[src/rtl/ptc_pkg.sv]
package ptc_pkg;
  typedef enum logic {
    HALF_NEG = 1'b0,
    HALF_POS = 1'b1
  } half_t;
endpackage

[src/rtl/ptc_sync_edge.sv]
module ptc_sync_edge #(
  parameter int STAGES = 2
) (
  input  logic clk,
  input  logic rst,
  input  logic zc_raw,
  input  logic pol_raw,
  output logic zc_stb,
  output logic pol_sync
);
  logic [STAGES:0]   zc_sh;
  logic [STAGES-1:0] pol_sh;

  always_ff @(posedge clk) begin
    if (rst) begin
      zc_sh  <= '0;
      pol_sh <= '0;
    end else begin
      zc_sh  <= {zc_sh[STAGES-1:0], zc_raw};
      pol_sh <= {pol_sh[STAGES-2:0], pol_raw};
    end
  end

  // one-cycle strobe on the synchronized rising edge
  assign zc_stb   = zc_sh[STAGES-1] & ~zc_sh[STAGES];
  assign pol_sync = pol_sh[STAGES-1];
endmodule

[src/rtl/ptc_ramp.sv]
module ptc_ramp #(
  parameter int RAMP_W    = 8,
  parameter int PRESC_DIV = 4
) (
  input  logic              clk,
  input  logic              rst,
  input  logic              restart,
  output logic [RAMP_W-1:0] ramp,
  output logic              at_max
);
  localparam int PRESC_W = (PRESC_DIV > 1) ? $clog2(PRESC_DIV) : 1;
  localparam logic [PRESC_W-1:0] PRESC_LAST = PRESC_W'(PRESC_DIV - 1);
  localparam logic [RAMP_W-1:0]  RAMP_MAX   = '1;

  logic [PRESC_W-1:0] pre;

  assign at_max = (ramp == RAMP_MAX);

  always_ff @(posedge clk) begin
    if (rst) begin
      pre  <= '0;
      ramp <= RAMP_MAX;           // parked: nothing fires before a crossing
    end else if (restart) begin
      pre  <= '0;
      ramp <= '0;
    end else if (pre == PRESC_LAST) begin
      pre <= '0;
      if (!at_max) ramp <= ramp + 1'b1;
    end else begin
      pre <= pre + 1'b1;
    end
  end
endmodule

[src/rtl/ptc_oneshot.sv]
module ptc_oneshot #(
  parameter int PW_W = 8
) (
  input  logic            clk,
  input  logic            rst,
  input  logic            clear,
  input  logic            start,
  input  logic [PW_W-1:0] width,
  output logic            active
);
  logic [PW_W-1:0] remain;

  always_ff @(posedge clk) begin
    if (rst || clear)         remain <= '0;
    else if (start)           remain <= width;
    else if (remain != '0)    remain <= remain - 1'b1;
  end

  assign active = (remain != '0);
endmodule

[src/rtl/phase_trig_ctrl.sv]
module phase_trig_ctrl #(
  parameter int RAMP_W      = 8,
  parameter int PRESC_DIV   = 4,
  parameter int PW_W        = 8,
  parameter int SYNC_STAGES = 2
) (
  input  logic              clk,
  input  logic              rst,
  input  logic              zc_in,
  input  logic              pol_in,
  input  logic              inhibit,
  input  logic [RAMP_W-1:0] delay_word,
  input  logic [PW_W-1:0]   width_word,
  output logic              out_a,
  output logic              out_b
);
  import ptc_pkg::*;

  logic              zc_stb;
  logic              pol_sync;
  logic [RAMP_W-1:0] ramp;
  logic              ramp_max;
  logic              trig_latch;
  logic              armed;
  logic              pulse_on;
  logic              hit;
  logic              set_evt;
  logic              clr_evt;
  half_t             half_q;

  ptc_sync_edge #(.STAGES(SYNC_STAGES)) u_sync (
    .clk(clk), .rst(rst), .zc_raw(zc_in), .pol_raw(pol_in),
    .zc_stb(zc_stb), .pol_sync(pol_sync)
  );

  ptc_ramp #(.RAMP_W(RAMP_W), .PRESC_DIV(PRESC_DIV)) u_ramp (
    .clk(clk), .rst(rst), .restart(zc_stb), .ramp(ramp), .at_max(ramp_max)
  );

  // compare is masked once the ramp is parked at its ceiling
  assign hit     = (ramp == delay_word) && !ramp_max;
  assign clr_evt = zc_stb || inhibit;
  assign set_evt = hit && armed && !trig_latch && !clr_evt;

  always_ff @(posedge clk) begin
    if (rst) begin
      trig_latch <= 1'b0;
      armed      <= 1'b0;
      half_q     <= HALF_NEG;
    end else begin
      if (clr_evt)      trig_latch <= 1'b0;
      else if (set_evt) trig_latch <= 1'b1;

      if (zc_stb) begin
        armed  <= 1'b1;
        half_q <= half_t'(pol_sync);
      end else if (set_evt) begin
        armed <= 1'b0;
      end
    end
  end

  ptc_oneshot #(.PW_W(PW_W)) u_shot (
    .clk(clk), .rst(rst), .clear(clr_evt), .start(set_evt),
    .width(width_word), .active(pulse_on)
  );

  always_ff @(posedge clk) begin
    if (rst) begin
      out_a <= 1'b0;
      out_b <= 1'b0;
    end else begin
      out_a <= pulse_on && !clr_evt && (half_q == HALF_POS);
      out_b <= pulse_on && !clr_evt && (half_q == HALF_NEG);
    end
  end
endmodule

[config.mk]
export PLATFORM = sky130hd
export DESIGN_NAME = phase_trig_ctrl
export DESIGN_NICKNAME = d
export VERILOG_FILES = /design/src/rtl/ptc_pkg.sv /design/src/rtl/ptc_sync_edge.sv /design/src/rtl/ptc_ramp.sv /design/src/rtl/ptc_oneshot.sv /design/src/rtl/phase_trig_ctrl.sv
export SDC_FILE = /design/constraint.sdc
export NUM_CORES = 1
export LEC_CHECK = 0
export BUFFER_PORTS_ARGS = -buffer_cell sky130_fd_sc_hd__buf_2
export CAP_MARGIN = 20
export CORE_MARGIN = 2
export CORE_UTILIZATION = 45
export CTS_CLUSTER_SIZE = 28
export DETAILED_ROUTE_END_ITERATION = 8
export GPL_TIMING_DRIVEN = 0
export MAX_ROUTING_LAYER = met4
export PLACE_DENSITY = 0.66
export SLEW_MARGIN = 10
export SYNTH_ARGS = -nofsm -noshare
export SYNTH_HDL_FRONTEND = slang
export SYNTH_SLANG_ARGS = --single-unit
[constraint.sdc]
create_clock -name clk -period 2.5 [get_ports clk]
set_input_delay 0.75 -clock clk [delete_from_list [all_inputs] [get_ports clk]]
set_output_delay 0.75 -clock clk [all_outputs]
set_load 0.005 [all_outputs]
==> reports/qor.txt <==
final instance area = 1620 sq um
CP Launch Point = u_shot.remain[0]
Area contributors post-synth = dfxtp_1 39%, mux2i_1 7.0%, xnor2_1 6.1%
RSZ-0062 raised after global routing = no
n_diodes = 0
worst slew pin tran = 968 ps
mean number of vias per cell = 5.30
die width = 60.3 um
vias in the first global route = 1,150
Rows = 20
period utilization = 85.8%
CTS Sinks = 28
crit path to = u_shot.remain[5]
vias = 1,151
chip height = 60.3 um
TritonCTS clock tree = built
WL final = 2840 um
Clock Path Buffers = 2
Cell Chain, Critical Path = inv_1 > ha_1 > nor3b_1 > a2111oi_1 > o21ai_1 > mux2i_1
Worst path max stage delay = 920 ps
DRT Pass-1 Iters = 4
WL per Instance = 13.1 um
worst flop-to-flop path endpoint = u_shot.remain[5]
Fin. Hold Viols = 0
Crit-path slowest cell = a2111oi_1
pwr dens = 880 nW/um^2
GPL Wtd Cong = 0.856
Pleak = 0.657 nW
R2R Setup Slk = 360 ps
initial cell density of the core = 47.1%
cts repair resizes = 0
first-pass GRT wire length = 4840 um
largest net degree at the start of global routing = 16
DRC violations left = 0
CP max FO = 7
Die ar. = 3640 sq um
critical path capture point type = register
Peak VDD IR = 0.441 mV
status = completed
Final setup viols = 0
I/O pin total = 23
Worst Setup Start Kind = register
Critical Path RT = 2780 ps
Synth cell types = 33
FMAX = 466 MHz
Hold Crit Class = reg -> reg
clock root buffer = clkbuf_4
Worst Clk Skew = 8.66 ps
GRT Util Overall = 18.8%
initial antenna violation count = 0
Mapped Nets = 173
Yosys reg bits = 28
worst r2r src = u_shot.remain[0]
top-area cell type share of the netlist area = 39.3%
number of buffers created by CTS = 3
core region area = 3030 sq um
worst r2r path cells = 6
yosys synthesis warning count = 0
Slew Limit Fails = 0
syn_area_per_cell = 9.64 sq um
register clock-pin slew on the reported worst setup and hold paths = 160 ps
nets@finish = 199
share of post-route cells with drive strength above 1 = 16.8%
Clk Latency, worst-skew pair = 330 ps
ANT nets after route = 0
grt total ovfl = 0
CTS Hold Buffers Added = 0
number of port buffers = 21
htree depth = 1
max-cap violations = 0
Synth Instances = 148
Setup TNS = 0 ps
1st-iter DRT viols = 54
register area share after synthesis = 39.3%
kind of critical path = reg -> reg
arrival time worst endpoint = 2430 ps
post-synthesis cell area = 1430 sq um
largest area contributor in the netlist = dfxtp_1
Worst slew margin = 35.3%
placed cell area = 1590 sq um
Detailed Place HPWL = 2110 um
Setup Fix Bufs, Post-CTS = 0
min cycle time layout = 2140 ps
P&R area growth vs syn = 13.8%
==> sequential cells by signal, indices dropped and copies added (netlist names) <==
signal / count
trig_latch: 1
out_b: 1
armed: 1
u_sync.zc_sh: 3
u_sync.pol_sh: 2
u_ramp.pre: 2
half_q: 1
out_a: 1
u_ramp.ramp: 8
u_shot.remain: 8
==> cell usage after synthesis <==
cell and number:
a2111oi_1 1, a21oi_1 2, and2_1 3, and3_1 4
buf_6 1, clkbuf_1 5, dfxtp_1 28, ha_1 4
inv_1 4, mux2i_1 10, nand2_1 12, nand3_1 2
nand4_1 5, nor2_1 3, nor2b_1 7, nor3_1 2
nor3b_1 2, nor4_1 5, nor4_4 2, nor4b_1 1
o2111ai_1 3, o211ai_1 2, o21a_1 3, o21ai_0 3
o21ai_1 3, o21bai_1 8, o31a_1 1, or3_1 1
or4_1 1, or4b_1 1, or4b_4 1, xnor2_1 10
xor2_1 8
==> how the worst min path moves through the flow <==
| stage | from | to | slack, ps | cells after the start |
|---|---|---|---|---|
| final | u_ramp.pre[0] | u_ramp.pre[0] | 440 | 1 |
| after global routing | u_ramp.pre[0] | u_ramp.pre[0] | 480 | 1 |
| after CTS | u_ramp.pre[0] | u_ramp.pre[0] | 450 | 1 |
| after detailed placement | u_ramp.pre[0] | u_ramp.pre[0] | 430 | 1 |
| after global placement | u_ramp.pre[0] | u_ramp.pre[0] | 420 | 1 |
| after floorplan | half_q | out_b | 400 | 1 |
==> power breakdown <==
part / internal [mW] / switching, mW
Combinational: 0.268 / 0.328
Clock: 0.0892 / 0.138
Sequential: 0.524 / 0.0805
Total: 0.881 / 0.547
==> kinds of logic (layout without fill, tap and decap cells) <==
logic type                 Yosys count  count (layout)  share of synthesized area, %
and+or+nand+nor                     52              52                          23.2
DFF                                 28              28                          39.3
AOI/OAI and AO/OA                   26              26                          12.8
xor gates and xnor gates            18              18                          11.1
muxes                               10              10                          7.02
buffers and inverters               10              35                          3.16
adders and majority gates            4               4                          3.51
==> layout make-up <==
type	instances	area, sq um
fill	298	1410
multi-input combinational	110	821
sequential	28	561
timing repair buffer	21	105
tap	44	55.1
clock buffer	4	36.3
buffer	6	30.0
inverter	4	15.0
==> per-stage QoR <==
stage               power, mW  utilization (%)  cells  hold WS (ps)  setup WS, ps
floorplan                1.06                -    148           405           463
global placement         1.17             52.4    213           416           239
detailed placement       1.19             52.4    213           431           185
CTS                      1.43             53.6    217           446           379
global route             1.53             53.6    217           483           162
finish                   1.43             53.6    217           442           355
==> per-layer routing <==
metal  track usage (%)  vias up  wire length [um]
li1                  -      582                 -
met1              22.7      551              1380
met2              30.9       14              1360
met3              3.25        4                68
met4              7.30        0                30
met5                 -        -                 0
==> layout by cell type, fill, tap and decap left out, types with 4 or more instances in the layout <==
cell	synthesis	final
o21bai_1	8	8
xor2_1	8	8
and3_1	4	4
clkbuf_1	5	5
nand4_1	5	5
nand2_1	12	12
nor4_1	5	5
dfxtp_1	28	28
buf_2	0	21
nor2b_1	7	7
ha_1	4	4
inv_1	4	4
mux2i_1	10	10
xnor2_1	10	10
==> worst max-delay path: cells and delay by family, from the launching register on <==
| family | cells | cell delay, ps |
|---|---|---|
| AOI/OAI and AO/OA | 2 | 1070 |
| DFF | 1 | 400 |
| and+or+nand+nor | 1 | 200 |
| adders and majority gates | 1 | 190 |
| muxes | 1 | 150 |
| buffers and inverters | 1 | 80 |
Power figures use the tool's default switching activity.
